File: src/rtl/seqctl_pkg.sv
package seqctl_pkg;
    localparam int SYM_W = 3;
    localparam int ACT_W = 3;
    localparam int NUM_ST = 6;
    localparam int IDX_W = $clog2(NUM_ST);

    typedef enum logic [IDX_W-1:0] {
        ST_S0 = 3'd0,
        ST_S1 = 3'd1,
        ST_S2 = 3'd2,
        ST_S3 = 3'd3,
        ST_S4 = 3'd4,
        ST_S5 = 3'd5
    } st_idx_e;

    localparam st_idx_e ST_RESET = ST_S2;

    typedef struct packed {
        st_idx_e            nxt;
        logic [ACT_W-1:0]   act;
    } step_t;
endpackage

File: src/rtl/seqctl_table.sv
module seqctl_table
    import seqctl_pkg::*;
(
    input  st_idx_e            cur_st,
    input  logic [SYM_W-1:0]   sym,
    output step_t              step
);
    // Symbols not listed for a state, including any with unknown bits,
    // fall to the default branch: back to the reset state, no action.
    always_comb begin
        step.nxt = ST_RESET;
        step.act = '0;
        case (cur_st)
            ST_S0, ST_S1: begin
                case (sym)
                    3'b100: begin step.nxt = ST_S0; step.act = 3'b000; end
                    3'b101: begin step.nxt = ST_S1;
                                  step.act = (cur_st == ST_S1) ? 3'b010 : 3'b000; end
                    3'b110: begin step.nxt = ST_S0; step.act = 3'b001; end
                    3'b111: begin step.nxt = ST_S1;
                                  step.act = (cur_st == ST_S1) ? 3'b011 : 3'b001; end
                    3'b000, 3'b001, 3'b010, 3'b011:
                            begin step.nxt = ST_S2; step.act = 3'b100; end
                    default: begin step.nxt = ST_RESET; step.act = '0; end
                endcase
            end
            ST_S2: begin
                case (sym)
                    3'b111: begin step.nxt = ST_S3; step.act = 3'b001; end
                    3'b110: begin step.nxt = ST_S4; step.act = 3'b001; end
                    3'b101: begin step.nxt = ST_S5; step.act = 3'b000; end
                    default: begin step.nxt = ST_S2; step.act = 3'b000; end
                endcase
            end
            ST_S3, ST_S4: begin
                case (sym)
                    3'b100: begin step.nxt = ST_S0; step.act = 3'b000; end
                    3'b101: begin step.nxt = ST_S1;
                                  step.act = (cur_st == ST_S3) ? 3'b010 : 3'b000; end
                    3'b110: begin step.nxt = ST_S0; step.act = 3'b001; end
                    3'b111: begin step.nxt = ST_S1;
                                  step.act = (cur_st == ST_S3) ? 3'b011 : 3'b001; end
                    default: begin step.nxt = ST_S2; step.act = 3'b000; end
                endcase
            end
            ST_S5: begin
                case (sym)
                    3'b111: begin step.nxt = ST_S3; step.act = 3'b011; end
                    3'b110: begin step.nxt = ST_S4; step.act = 3'b001; end
                    3'b101: begin step.nxt = ST_S3; step.act = 3'b010; end
                    default: begin step.nxt = ST_S2; step.act = 3'b000; end
                endcase
            end
            default: begin step.nxt = ST_RESET; step.act = '0; end
        endcase
    end
endmodule

File: src/rtl/seqctl_state_reg.sv
module seqctl_state_reg
    import seqctl_pkg::*;
#(
    parameter bit ONE_HOT = 1'b0
) (
    input  logic    clk,
    input  logic    rst,
    input  st_idx_e nxt_st,
    output st_idx_e cur_st
);
    localparam int ENC_W = ONE_HOT ? NUM_ST : IDX_W;

    logic [ENC_W-1:0] code_d;
    logic [ENC_W-1:0] code_q;

    generate
        if (ONE_HOT) begin : g_onehot
            always_comb begin
                code_d = '0;
                if (rst) code_d[int'(ST_RESET)] = 1'b1;
                else     code_d[int'(nxt_st)]   = 1'b1;
            end

            always_comb begin
                cur_st = ST_RESET;
                for (int i = 0; i < NUM_ST; i++) begin
                    if (code_q[i]) cur_st = st_idx_e'(i[IDX_W-1:0]);
                end
            end

            assert_state_legal_onehot_R10: assert property (
                @(posedge clk) disable iff (rst) $onehot(code_q));
        end else begin : g_binary
            always_comb begin
                code_d = rst ? ENC_W'(ST_RESET) : ENC_W'(nxt_st);
            end

            always_comb begin
                cur_st = st_idx_e'(code_q);
            end

            assert_state_legal_binary_R10: assert property (
                @(posedge clk) disable iff (rst) code_q < ENC_W'(NUM_ST));
        end
    endgenerate

    always_ff @(posedge clk) begin
        code_q <= code_d;
    end
endmodule

File: src/rtl/seqctl_top.sv
module seqctl_top
    import seqctl_pkg::*;
#(
    parameter bit ONE_HOT = 1'b0
) (
    input  logic              clk,
    input  logic              rst,
    input  logic [SYM_W-1:0]  sym_in,
    output logic [ACT_W-1:0]  act_out
);
    st_idx_e st_q;
    step_t   step_d;

    seqctl_table u_table (
        .cur_st (st_q),
        .sym    (sym_in),
        .step   (step_d)
    );

    seqctl_state_reg #(.ONE_HOT(ONE_HOT)) u_state (
        .clk    (clk),
        .rst    (rst),
        .nxt_st (step_d.nxt),
        .cur_st (st_q)
    );

    assign act_out = step_d.act;

    assert_reset_to_s2_R1: assert property (
        @(posedge clk) rst |=> (st_q == ST_S2));

    assert_lead0_to_s2_R2: assert property (
        @(posedge clk) disable iff (rst)
        (sym_in[2] == 1'b0) |=> (st_q == ST_S2));

    assert_top_bit_lead0_R2: assert property (
        @(posedge clk) disable iff (rst)
        act_out[2] |-> (sym_in[2] == 1'b0));

    // Middle action bit appears only on 1x1 symbols.
    assert_mid_bit_cond_R8: assert property (
        @(posedge clk) disable iff (rst)
        act_out[1] |-> (sym_in[2] && sym_in[0]));

    assert_unknown_no_act_R10: assert property (
        @(posedge clk) disable iff (rst)
        $isunknown(sym_in) |-> (act_out == 3'b000));
endmodule

File: config.mk
export PLATFORM = sky130hd
export DESIGN_NAME = seqctl_top
export DESIGN_NICKNAME = d
export VERILOG_FILES = /design/src/rtl/seqctl_pkg.sv /design/src/rtl/seqctl_table.sv /design/src/rtl/seqctl_state_reg.sv /design/src/rtl/seqctl_top.sv
export SDC_FILE = /design/constraint.sdc
export NUM_CORES = 1
export LEC_CHECK = 0
export BUFFER_PORTS_ARGS = -buffer_cell sky130_fd_sc_hd__buf_2
export CORE_AREA = 3 3 40 42
export CTS_CLUSTER_SIZE = 24
export DETAILED_ROUTE_END_ITERATION = 16
export DIE_AREA = 0 0 43 45
export PLACE_DENSITY_LB_ADDON = 0.25
export SYNTH_ARGS = -nofsm -noshare
export SYNTH_HDL_FRONTEND = slang
export SYNTH_SLANG_ARGS = --single-unit
File: constraint.sdc
create_clock -name clk -period 1.06 [get_ports clk]
set_input_delay 0 -clock clk [delete_from_list [all_inputs] [get_ports clk]]
set_output_delay 0 -clock clk [all_outputs]
set_load 0.02 [all_outputs]
# --- After elaboration in Yosys (flattened, before gate mapping) ---
# Cells that the tools add are included.
word_totals:
  regBits: 3
  input_bits: 5
  output_inout_bits: 3
op_classes:
  eq_ne: 12
  muxes: 9
  reduce_logical: 5
ops:
  columns: ["op", "n"]
  rows:
  - ["$pmux 6 s3", 2]
  - ["$pmux 6 s5", 1]
  - ["$pmux 6 s4", 1]
  - ["$pmux 5 s4", 1]
  - ["$eq 3x3->1 const B", 6]
  - ["$eq 3x2->1 const B", 4]
  - ["$mux 2", 4]
  - ["$eq 3x1->1 const B", 2]
  - ["$logic_not 3->1", 2]
  - ["$reduce_or 2->1", 2]
  - ["$reduce_or 4->1", 1]

# --- Longest topological paths before layout ---
depth:
  depth_word: 4
  mapped_depth: 3

# --- Cells and area by module ---
# A second synthesis with hierarchy kept.
hier_totals:
  hier_cells: 21
  area_unflattened_um2: 173.9
modules_own_cells:
  columns: ["module", "cells_each", "seq_area_each_um2", "area_each_um2", "n_inst"]
  rows:
  - ["seqctl_table", 15, 0.0, 95.1, 1]
  - ["seqctl_state_reg", 6, 60.1, 78.8, 1]

# --- Worst setup path after synthesis ---
# OpenSTA, ideal clock, no wires.
synth_path:
  path_type: "flip-flop to flip-flop"
  from: "reg u_state.code_q[0], in the netlist u_state.cur_st[0]"
  to: "reg u_state.code_q[1], in the netlist u_state.cur_st[1]"
  synth_period_minus_slack_ps: 1114
  setup_slack_ps: -54
  t_required_ps: 926
  path_stages_with_launch: 4
  setup_ps: 134
  t_arrival_ps: 980
  cell_sequence: "dfxtp_1 -> nand2b_1 -> nor3_1 -> or4_1"
synth_via:
  elab_chain_cells: 3
  elab_cells_between_ends: 9
  classes_between: "eq/ne (5); mux (1); reduce/logical (3)"
synth_rtl:
  columns: ["item", "line", "text"]
  rows:
  - ["from (decl)", "seqctl_state_reg.sv:14", "logic [ENC_W-1:0] code_q;"]
  - ["from (signal assigned)", "seqctl_state_reg.sv:48", "code_q <= code_d;"]
  - ["$eq 3x3->1 (tied with other cells)", "seqctl_table.sv:13", "case (cur_st)"]
  - ["$reduce_or 2->1", "seqctl_table.sv:13", null]
  - ["$pmux 6 s4 (*)", "seqctl_table.sv:13", null]
# Mark *: on every way between the ends. The rest lies on a longest branch, timed or not.
# A chain may end at the register's enable or synchronous reset.

# --- Worst setup path in the final report ---
layout_path:
  from: "reg u_state.code_q[1], in the netlist u_state.cur_st[1]"
  to: "out act_out[1]"
layout_via:
  elab_chain_cells: 4
  elab_cells_between_ends: 15
  classes_between: "eq/ne (5); mux (7); reduce/logical (3)"
layout_rtl:
  columns: ["item", "line", "text"]
  rows:
  - ["$eq 3x1->1 or $eq 3x2->1 (tied branches)", null, null]
  - ["$mux 2 (on tied branches)", null, null]
  - ["$pmux 6 s5 or $pmux 5 s4 (tied branches)", "seqctl_table.sv:15, seqctl_table.sv:36", null]
  - ["$pmux 6 s4 (*)", "seqctl_table.sv:13", null]
  - ["to (decl)", "seqctl_top.sv:9", "output logic [ACT_W-1:0] act_out"]
# Mark *: on every way between the ends. The rest lies on a longest branch, timed or not. The select of a mux whose other input is x is not followed.

==> impl_metrics.tcl <==
set metrics [dict create \
    clk_path_buf_depth 2 \
    grt_use_total 0.06162 \
    yosys-mux-area-fraction 0 \
    failed_checks "negative setup slack" \
    path_clk_slew_ns 0.04 \
    numCtsBuffers 3 \
    area_growth_pct 72.35 \
    grt_pass1_wl_um 876 \
    dieWidth_um 43 \
    p_leak_nw 0.1725 \
    final_common_cell "buf_2" \
    dieArea_um2 1935 \
    skew_ns 0.005254 \
    drc_errors 0 \
    synth_top_family_by_area "simple AND/OR/NAND/NOR gates" \
    setup_viol 3 \
    num_vias 228 \
    r2r-start "u_state.cur_st[1]" \
    path_class "flip-flop to primary output" \
    firstDrtPassIters 2 \
    avgSynthCellArea_um2 7.878 \
    synthAdderAreaFrac 0 \
    synth_seq_cells 3 \
    vdd.ir_drop.worst_uv 443.3 \
    cap_violations 0 \
    cts_sinks 3 \
    cp-end-kind "primary output" \
    wirelength_um 539 \
    cp.arrival_ns 1.16 \
    htreeDepth 1 \
    finalCriticalPeriod_ns 1.161 \
    slew_violations 0 \
    critPathRequiredTime_ns 1.06 \
    synth-simple-area-share 0.4059 \
    dp_slack_ns -0.06445 \
    cp_max_fo 4 \
    finalCritPeriodShare 1.095 \
    dp_hpwl_um 410.4 \
    synth_compound_area_frac 0.1882 \
    gp_congestion 0.7270 \
    synth.net_count 32 \
    core_um2 1285 \
    cts_root_buf "clkbuf_4" \
    antenna_found_initial 0 \
    grt_setup_unrepaired "yes" \
    synth.yosys.warnings 0 \
    syn_area_um2 212.7 \
    finalNetCount 47 \
    hold_viol_final 0 \
    drive_above_1_share 0.5366 \
    core.rowCount 13 \
    largest_reg_flops 3 \
    postRouteAntennaNets 0 \
    post-place-cells 50 \
    grt_remaining_overflow 0 \
    syn_inst 27 \
    grt_pass1_vias 220 \
    drt_iter0_markers 1 \
    layout_common_cells "buf_2, buf_6, clkbuf_4, buf_4" \
    synth_cell_types 20 \
    critical_path.startpoint_type "flip-flop" \
    antennaDiodeCount 0 \
    wire_per_inst_um 9.625 \
    final_cells 56 \
    boundaryPins 8 \
    status "complete, but fails checks" \
    worstMarginPinSlew_ns 0.1628 \
    maxSlewHeadroom 0.8907 \
    port_buffers 7 \
    initial_core_util 0.1655 \
    clkLatencyLatePin_ns 0.23 \
    cts_tree "built" \
    cp-startpoint "u_state.cur_st[1]" \
    die_y_um 45 \
    holdCritPathClass "primary input to flip-flop" \
    grt_max_degree 6 \
    hold_start "sym_in[0]" \
    via_per_inst 4.071 \
    max_freq_mhz 861.4 \
    synth-xor-area-share 0 \
    powerDensity_nw_per_um2 1166 \
    ys_seq_area_frac 0.2824 \
    fin_ws_ns -0.1009 \
    filler_cell_count 139 \
]
==> area by class of cell <==
class / instances / area, um^2 / share of cell area
inverter: 1 / 3.754 / 0.01024
timing repair buffer: 13 / 102.6 / 0.2799
multi-input combinational: 20 / 150.1 / 0.4096
tap: 15 / 18.77 / 0.05119
sequential: 3 / 65.06 / 0.1775
clock buffer: 4 / 26.28 / 0.07167
==> path summary, 6_finish.rpt <==
path | end | slack [ns] | cells after the start
setup / recovery | act_out[1] | -0.10 | 4
setup reg to reg | u_state.cur_st[1] | -0.09 | 3
hold / removal | u_state.cur_st[0] | 0.03 | 3
hold reg to reg | u_state.cur_st[1] | 0.57 | 2
==> logic make-up (layout without fill, tap and decap cells) <==
| kind of cell | after synthesis | after routing |
|---|---|---|
| and+or+nand+nor | 14 | 14 |
| AOI/OAI and AO/OA | 6 | 6 |
| buffers and inverters | 4 | 18 |
| DFF | 3 | 3 |
==> synthesized netlist by cell type <==
cell,n,area share
nand2b_1,1,0.029
and2_2,1,0.035
a32o_1,1,0.047
and3_1,1,0.029
a21boi_1,1,0.035
o21ai_1,1,0.024
o22ai_1,1,0.029
nand2_1,2,0.035
nor2b_1,1,0.029
dfxtp_1,3,0.28
nor2b_4,1,0.065
a21oi_1,1,0.024
a31oi_1,1,0.029
inv_1,1,0.018
nor3_1,2,0.047
and2_1,1,0.029
nor2_1,2,0.035
or4_1,1,0.035
buf_4,3,0.11
and2b_1,1,0.035
==> stage by stage <==
stage	cell area (um^2)	hold WS, ns	util	power, mW	TNS, ns
final	366.6	0.03174	0.2853	0.4276	-0.2566
after global routing	366.6	0.03494	0.2853	0.4532	-0.3804
after CTS	361.6	0.02387	0.2814	0.4350	-0.2594
after floorplan	222.7	0.06411	-	0.1766	-0.03353
after detailed placement	284.0	0.1921	0.2210	0.2078	-0.06445
after global placement	284.0	0.1869	0.2210	0.2065	-0.04483
==> power by group <==
part	leakage [nW]	internal (mW)	switching, mW
logic	0.132	0.0573	0.0416
clock network	0.0150	0.141	0.0605
registers	0.0250	0.119	0.00778
total	0.173	0.318	0.110
==> critical path, cell delays in order (launching register included) <==
cell      delay (ns)
dfxtp_4         0.36
buf_6           0.12
a21boi_4        0.14
and3_4          0.20
buf_6           0.11
==> timing repair <==
action                                 in CTS  in global routing
pin swaps                                   2                  0
hold buffers                                1                  0
setup endpoints to repair                   3                  4
endpoints found under the hold margin       2                  0
resized for setup                           9                  1
setup buffers                               1                  0
==> routing by layer <==
| layer | global-route usage | up-vias | wire length, um |
|---|---|---|---|
| met1 | 0.07229 | 103 | 264 |
| met3 | 0.02789 | 0 | 23 |
| met2 | 0.09281 | 4 | 251 |
| met5 | 0 | - | 0 |
| li1 | - | 121 | - |
| met4 | 0.03614 | 0 | 0 |
Power figures use the tool's default switching activity.
